[src/rtl/utx_pkg.sv]
`timescale 1ns/1ps
package utx_pkg;

    // control pair steering one direction's storage cell
    typedef struct packed {
        logic le;   // transparent while high
        logic stb;  // capture strobe, rising edge active
    } ctl_t;

    // storage cell behaviour selected by the control pair
    typedef enum logic [1:0] {
        CELL_HOLD    = 2'd0,
        CELL_FOLLOW  = 2'd1,
        CELL_CAPTURE = 2'd2
    } cell_mode_t;

    function automatic cell_mode_t cell_mode(ctl_t c, logic stb_prev);
        if (c.le)
            return CELL_FOLLOW;
        else if (c.stb && !stb_prev)
            return CELL_CAPTURE;
        else
            return CELL_HOLD;
    endfunction

endpackage

[src/rtl/utx_keeper.sv]
`timescale 1ns/1ps
module utx_keeper #(
    parameter int W = 18
) (
    input  logic         clk,
    input  logic         rst,
    input  logic [W-1:0] pin_in,
    input  logic [W-1:0] pin_drv,
    output logic [W-1:0] eff
);
    logic [W-1:0] held;

    // a driven bit passes straight through, a released bit shows its last driven level
    assign eff = (pin_drv & pin_in) | (~pin_drv & held);

    always_ff @(posedge clk) begin
        if (rst)
            held <= '0;
        else
            held <= eff;
    end
endmodule

[src/rtl/utx_cell.sv]
`timescale 1ns/1ps
module utx_cell
    import utx_pkg::*;
#(
    parameter int W = 18
) (
    input  logic         clk,
    input  logic         rst,
    input  ctl_t         ctl,
    input  logic [W-1:0] d,
    output logic [W-1:0] q_out
);
    logic [W-1:0] q;
    logic         stb_prev;
    cell_mode_t   mode;

    assign mode  = cell_mode(ctl, stb_prev);
    assign q_out = (mode == CELL_FOLLOW) ? d : q;

    always_ff @(posedge clk) begin
        if (rst) begin
            q        <= '0;
            stb_prev <= 1'b1;
        end else begin
            stb_prev <= ctl.stb;
            if (mode != CELL_HOLD)
                q <= d;
        end
    end
endmodule

[src/rtl/utx_half.sv]
`timescale 1ns/1ps
module utx_half
    import utx_pkg::*;
#(
    parameter int W = 18
) (
    input  logic         clk,
    input  logic         rst,
    input  logic [W-1:0] a_in,
    input  logic [W-1:0] a_drv,
    input  logic [W-1:0] b_in,
    input  logic [W-1:0] b_drv,
    input  ctl_t         ab_ctl,
    input  logic         ab_en,
    input  ctl_t         ba_ctl,
    input  logic         ba_en_n,
    output logic [W-1:0] b_out,
    output logic [W-1:0] b_oe,
    output logic [W-1:0] a_out,
    output logic [W-1:0] a_oe,
    output logic         fight
);
    logic [W-1:0] a_eff, b_eff, ab_q, ba_q;
    logic         ba_en;

    assign ba_en = ~ba_en_n;

    utx_keeper #(.W(W)) u_keep_a (
        .clk(clk), .rst(rst), .pin_in(a_in), .pin_drv(a_drv), .eff(a_eff)
    );
    utx_keeper #(.W(W)) u_keep_b (
        .clk(clk), .rst(rst), .pin_in(b_in), .pin_drv(b_drv), .eff(b_eff)
    );

    utx_cell #(.W(W)) u_ab (
        .clk(clk), .rst(rst), .ctl(ab_ctl), .d(a_eff), .q_out(ab_q)
    );
    utx_cell #(.W(W)) u_ba (
        .clk(clk), .rst(rst), .ctl(ba_ctl), .d(b_eff), .q_out(ba_q)
    );

    assign b_oe  = {W{ab_en}};
    assign b_out = ab_en ? ab_q : '0;
    assign a_oe  = {W{ba_en}};
    assign a_out = ba_en ? ba_q : '0;
    assign fight = ab_en & ba_en;
endmodule

[src/rtl/utx_transceiver.sv]
`timescale 1ns/1ps
module utx_transceiver
    import utx_pkg::*;
#(
    parameter int HALF_W = 18,
    parameter int HALVES = 2
) (
    input  logic                     clk,
    input  logic                     rst,
    input  logic [HALF_W*HALVES-1:0] a_in,
    input  logic [HALF_W*HALVES-1:0] a_drv,
    input  logic [HALF_W*HALVES-1:0] b_in,
    input  logic [HALF_W*HALVES-1:0] b_drv,
    input  logic [HALVES-1:0]        ab_en,
    input  logic [HALVES-1:0]        ab_le,
    input  logic [HALVES-1:0]        ab_stb,
    input  logic [HALVES-1:0]        ba_en_n,
    input  logic [HALVES-1:0]        ba_le,
    input  logic [HALVES-1:0]        ba_stb,
    output logic [HALF_W*HALVES-1:0] b_out,
    output logic [HALF_W*HALVES-1:0] b_oe,
    output logic [HALF_W*HALVES-1:0] a_out,
    output logic [HALF_W*HALVES-1:0] a_oe,
    output logic [HALVES-1:0]        fight
);
    localparam int W = HALF_W * HALVES;

    for (genvar h = 0; h < HALVES; h++) begin : g_half
        ctl_t ab_ctl, ba_ctl;
        assign ab_ctl = '{le: ab_le[h], stb: ab_stb[h]};
        assign ba_ctl = '{le: ba_le[h], stb: ba_stb[h]};

        utx_half #(.W(HALF_W)) u_half (
            .clk     (clk),
            .rst     (rst),
            .a_in    (a_in [h*HALF_W +: HALF_W]),
            .a_drv   (a_drv[h*HALF_W +: HALF_W]),
            .b_in    (b_in [h*HALF_W +: HALF_W]),
            .b_drv   (b_drv[h*HALF_W +: HALF_W]),
            .ab_ctl  (ab_ctl),
            .ab_en   (ab_en[h]),
            .ba_ctl  (ba_ctl),
            .ba_en_n (ba_en_n[h]),
            .b_out   (b_out[h*HALF_W +: HALF_W]),
            .b_oe    (b_oe [h*HALF_W +: HALF_W]),
            .a_out   (a_out[h*HALF_W +: HALF_W]),
            .a_oe    (a_oe [h*HALF_W +: HALF_W]),
            .fight   (fight[h])
        );
    end

    if (W < 2) begin : g_width_guard
        initial $error("utx_transceiver: data width too small");
    end
endmodule

[config.mk]
export PLATFORM = sky130hd
export DESIGN_NAME = utx_transceiver
export DESIGN_NICKNAME = d
export VERILOG_FILES = /design/src/rtl/utx_pkg.sv /design/src/rtl/utx_keeper.sv /design/src/rtl/utx_cell.sv /design/src/rtl/utx_half.sv /design/src/rtl/utx_transceiver.sv
export SDC_FILE = /design/constraint.sdc
export NUM_CORES = 1
export LEC_CHECK = 0
export ABC_CLOCK_PERIOD_IN_PS = 2800
export BUFFER_PORTS_ARGS = -buffer_cell sky130_fd_sc_hd__buf_2
export CAP_MARGIN = 20
export CORE_ASPECT_RATIO = 1.4
export CORE_MARGIN = 4
export CORE_UTILIZATION = 51
export CTS_BUF_LIST = sky130_fd_sc_hd__clkbuf_16
export DETAILED_ROUTE_END_ITERATION = 10
export PLACE_DENSITY = 0.88
export SLEW_MARGIN = 20
export SYNTH_ARGS = -nofsm -noshare
export SYNTH_HDL_FRONTEND = slang
export SYNTH_SLANG_ARGS = --single-unit
[constraint.sdc]
create_clock -name clk -period 2.8 [get_ports clk]
set_clock_uncertainty 0.1 [all_clocks]
set_input_delay 0.14 -clock clk [delete_from_list [all_inputs] [get_ports clk]]
set_output_delay 0.14 -clock clk [all_outputs]
set_load 0.1 [all_outputs]
==> impl_metrics.toml, run 1 <==
[run_status]
status = "finished clean"

[final_layout]
area_growth_pct = 44.9
final_common_cell = "buf_2"
layout_common_cells = "buf_2 (302), dfxtp_1 (148), dlygate4sd3_1 (143), nor2_1 (108), mux2i_1 (72)"
fin_nets = 1207
multi_input_area_mm2 = 0.00327
n_fill_cell = 828
drive_gt1_share_pct = 40.7
final_cell_area_mm2 = 0.0100
final_core_util_pct = 75.2
seqCellArea_mm2 = 0.00296

[route]
dr.pass1.iters = 4
routed_via_density = 5.28
ant_nets = 0
wire_per_inst_um = 17.9
routed_wl_um = 22300
drc = 0
vias = 6579
drt-initial-drc-count = 329

[clock_tree]
cts_tree = "built"
htreeDepth = 4
cts_setup_buffers = 0
cts_buffers = 17
clock_tree.buffer_depth = 2
cts_sinks = 148
clkSlewWorstSetupHoldPaths_ps = 60
clk_latency_ps = 410
cts_resized = 0
cts_root_buf = "clkbuf_16"

[grt]
grtUsageTotal_pct = 28.1
grt_overflow = 0
antenna_found_initial = 2
grt_pass1_vias = 7162
grt_max_degree = 73
grt_pass1_wl_um = 35100

[floorplan]
die_y_um = 146
rows = 50
ios = 304
start_util_pct = 51.9
die_w_um = 106
die-area_mm2 = 0.0155
coreArea_mm2 = 0.0133

[setup_path]
crit_path_start = "ba_le[0]"
endpoint_kind = "output pin"
crit_path_max_fanout = 37
arrival_ps = 1690
setup.worst_path.start_class = "input pin"
crit_slowest_cell = "buf_2"
crit_type = "in2out"
rr_startpoint = "g_half[1].u_half.u_keep_b.held[13]"
rrSetupSlack_ps = 1020
crit_chain = "buf_2, nor2_1, a211oi_1, buf_2"
endpoint = "a_out[6]"
cp_data_required_time_ps = 2560
worstReg2RegEnd = "g_half[1].u_half.u_ba.q[13]"
crit_top_cell = "buf_2"
slowest_delay_ps = 640
worstRegToRegCells = 4

[yosys]
syn_inst = 699
netlist.area_leader.share_pct = 42.9
post-synth-top-area-cell = "dfxtp_1"
synth-seq-area-share_pct = 42.9
ys_warn_count = 0
synthesis.nets = 857
synth-seq-cells = 148
syn_area_per_cell_um2 = 9.89
post_synth_num_cell_types = 20
netlist_top_cells_area = "dfxtp_1 (43%), mux2i_1 (10%), mux2_2 (8.8%)"
netlist_area_mm2 = 0.00691

[worst_hold_path]
hold_start = "b_drv[4]"
hp-class = "in2reg"

[sta]
slew_violations = 0
fmax_mhz = 519
final-hold-violation-count = 0
period_minus_slack_ps = 1930
grt_setup_unrepaired = "no"
worstMarginPinSlew_ps = 836
relSlewSlack_pct = 44.3
tns_ps = 0
setup_viol = 0
period_share_pct = 68.8

[placed_design]
gp_congestion = 0.849
hpwl_um = 12300
placed_area_mm2 = 0.00804
port_buffers = 303

[power]
power_mw = 6.33
p_leak_nw = 5.06
vdd_drop_max_mv = 0.474
power_density_mw_per_mm2 = 632

[run]
maxCapViolCount = 0
-- how the worst min path moves through the flow --
stage                                                    to  depth (start not counted)
after floorplan              g_half[1].u_half.u_ab.stb_prev                          1
after global placement       g_half[1].u_half.u_ba.stb_prev                          2
after detailed placement     g_half[0].u_half.u_ab.stb_prev                          2
after CTS                 g_half[0].u_half.u_keep_b.held[5]                          3
after global routing      g_half[0].u_half.u_keep_b.held[4]                          3
final                     g_half[0].u_half.u_keep_b.held[4]                          3
-- routing by layer --
metal	up-vias	track usage, %	wire, um
li1	3028	-	-
met1	3076	26.8	7470
met2	353	51.9	11900
met3	122	6.79	1460
met4	0	19.0	1440
met5	-	0	0
-- final cells by class --
class	instances	area share, %
diodes	2	0.0500
flip-flops and latches	148	29.6
well taps	182	2.27
clock inverters	14	1.14
inverters	6	0.225
multi-input cells	427	32.7
clock buffers	17	4.25
repair buffers	449	29.8
-- where the power goes --
part | total (mW) | leakage (nW) | internal [mW] | switching (mW)
Sequential | 2.30 | 1.22 | 2.24 | 0.0602
Clock | 2.10 | 0.260 | 1.21 | 0.890
Combinational | 1.93 | 3.58 | 0.542 | 1.38
Total | 6.33 | 5.06 | 4.00 | 2.33
-- Yosys cell counts --
master,count
nand2_1,36
a211oi_2,1
o22a_1,16
nor2b_1,56
clkbuf_1,15
a21o_1,1
or2_2,4
buf_6,9
a211oi_1,40
mux2i_1,72
inv_1,3
inv_2,3
dfxtp_1,148
a21oi_4,3
o211a_1,36
nor2_1,108
buf_4,76
buf_1,5
mux2_2,54
buf_2,13
-- registers in the layout, summed over array words and instances, names as in the netlist --
name,cells
g_half.u_half.u_ba.stb_prev,2
g_half.u_half.u_ab.q,36
g_half.u_half.u_keep_b.held,36
g_half.u_half.u_keep_a.held,36
g_half.u_half.u_ab.stb_prev,2
g_half.u_half.u_ba.q,36
-- what timing repair did --
item	in CTS	in global routing
hold buffers	143	0
setup endpoints to repair	0	0
hold endpoints to repair	75	0
-- worst max-delay path, delay by kind of cell --
family                 cells  cell delay [ps]
AO/OA/AOI/OAI              1              290
buffers and inverters      2             1140
AND/OR/NAND/NOR            1              110
-- stage by stage --
step | worst slack, ps | std cells | hold slack [ps]
finish | 873 | 1245 | 45.1
global route | 807 | 1245 | 81.0
CTS | 900 | 1243 | 3.45
floorplan | -270 | 699 | 144
global placement | 913 | 1069 | 277
detailed placement | 899 | 1069 | 283
-- kinds of logic (layout without fill, tap and decap cells) --
family | count (synthesis) | in the layout | share of synthesized area (%)
and+or+nand+nor | 204 | 204 | 13.3
DFF | 148 | 148 | 42.9
muxes | 126 | 126 | 19.2
buffers and inverters | 124 | 486 | 12.1
AOI/OAI and AO/OA | 97 | 97 | 12.6
other | 0 | 2 | 0
No activity file was read; power rests on OpenSTA's default activity.
==> run 2, diff against run 1 <==
ABC_CLOCK_PERIOD_IN_PS = 1850   (was 2800)
CORE_UTILIZATION = 48   (was 51)
PLACE_DENSITY = 0.84   (was 0.88)
clock period = 1.85 ns   (was 2.8 ns; I/O delays follow)
==> impl_metrics.toml, run 2 (synthesis results as in run 1) <==
[placed_design]
gp_congestion = 0.793
port_buffers = 303
placed_area_mm2 = 0.00880
dpl_worst_slack_ps = 152
hpwl_um = 12900

[floorplan]
die-area_mm2 = 0.0164
rows = 51
start_util_pct = 49.2
die_y_um = 150
coreArea_mm2 = 0.0140
ios = 304
die_w_um = 109

[route]
drc = 0
routed_wl_um = 22900
ant_nets = 0
routed_via_density = 5.27
dr.pass1.iters = 5
drt-initial-drc-count = 259
wire_per_inst_um = 18.1
vias = 6664

[final_layout]
final_core_util_pct = 77.5
area_growth_pct = 57.5
final_common_cell = "buf_2"
final_cell_area_mm2 = 0.0109
antenna_cells = 0
layout_common_cells = "buf_2 (265), dlygate4sd3_1 (149), dfxtp_1 (148), nor2_1 (108), mux2i_1 (71)"
fin_nets = 1225
drive_gt1_share_pct = 41.6

[grt]
use_met3_pct = 7.51
grt_max_degree = 66
antenna_found_initial = 1
grt_pass1_vias = 7154
gr-usage-met2_pct = 52.0
grt_overflow = 0
grt_pass1_wl_um = 35400
gr-usage-met1_pct = 25.3
grtUsageTotal_pct = 27.8
grt_busiest_layer = "met2"

[clock_tree]
clkSlewWorstSetupHoldPaths_ps = 60
cts_setup_buffers = 0
cts_root_buf = "clkbuf_16"
clk_latency_ps = 430
clock_tree.buffer_depth = 2
cts_tree = "built"
cts_buffers = 17
htreeDepth = 4
cts_sinks = 148

[setup_path]
crit_chain = "dlygate4sd3_1, buf_2, mux2i_1, dlygate4sd3_1, nor2_1, mux2_2"
endpoint_kind = "register"
rr_startpoint = "g_half[0].u_half.u_keep_b.held[6]"
setup.worst_path.start_class = "input pin"
endpoint = "g_half[1].u_half.u_ba.q[12]"
arrival_ps = 2040
cp_data_required_time_ps = 2060
slowest_delay_ps = 640
crit_slowest_cell = "dlygate4sd3_1"
crit_type = "in2reg"
rrSetupSlack_ps = 90
worstRegToRegCells = 4
crit_path_max_fanout = 2
crit_path_start = "b_in[30]"
worstReg2RegEnd = "g_half[0].u_half.u_ba.q[6]"
crit_top_cell = "dlygate4sd3_1"

[sta]
setup_ws_ps = 24.4
fmax_mhz = 548
relSlewSlack_pct = 53.9
hold_slack_ps = 33.6
period_share_pct = 98.7
final-hold-violation-count = 0
slew_violations = 0
period_minus_slack_ps = 1830
worstMarginPinSlew_ps = 689
tns_ps = 0
setup_viol = 0

[run]
maxCapViolCount = 0

[power]
vdd_drop_max_mv = 0.584
p_leak_nw = 5.33
power_density_mw_per_mm2 = 927

[run_status]
status = "finished clean"

[worst_hold_path]
hp-class = "in2reg"
## run 2: through the flow
stage	cells	total power [mW]
floorplan	699	5.75
global placement	1084	6.31
detailed placement	1084	6.35
CTS	1265	10.0
global route	1265	10.4
finish	1265	10.1
## run 2: how the worst min path moves through the flow
stage | slack, ps | endpoint | depth (start not counted) | from
4_1_cts | 70 | g_half[1].u_half.u_ab.q[16] | 3 | a_drv[34]
6_report | 30 | g_half[1].u_half.u_ab.q[16] | 3 | a_drv[34]
5_1_grt | 60 | g_half[1].u_half.u_ab.q[16] | 3 | a_drv[34]
3_5_place_dp | 230 | g_half[0].u_half.u_ba.stb_prev | 2 | ba_stb[0]
3_3_place_gp | 230 | g_half[0].u_half.u_ba.stb_prev | 2 | ba_stb[0]
2_1_floorplan | 100 | g_half[1].u_half.u_ab.stb_prev | 1 | ab_stb[1]
## run 2: metal layers
layer | part of all wire [%] | routed length, um
met5 | 0.061 | 14
met4 | 6.5 | 1480
met3 | 6.6 | 1510
met2 | 54 | 12500
met1 | 32 | 7420
## run 2: critical path: cells and delay by family
family        cells  cell delay [ps]
simple gates      1               70
buf+inv           3             1340
mux               2              530
## run 2: where the power goes
part / internal, mW / switching, mW / leakage, nW
combinational: 1.03 / 2.15 / 3.83
sequential: 3.40 / 0.0938 / 1.22
clock: 2.00 / 1.42 / 0.282
## run 2: what timing repair did
action,in CTS,in global routing
hold endpoints to repair,78,0
gates resized for setup,0,3
setup endpoints to repair,0,3
hold buffers,149,0
## run 2: area by class of cell
class                   instances  area, um2
flip-flops and latches        148       2960
fillers                       826       3150
inverters                       6       22.5
well taps                     185        231
repair buffers                467       3770
multi-input cells             427       3320
clock buffers                  17        425
clock inverters                15        158
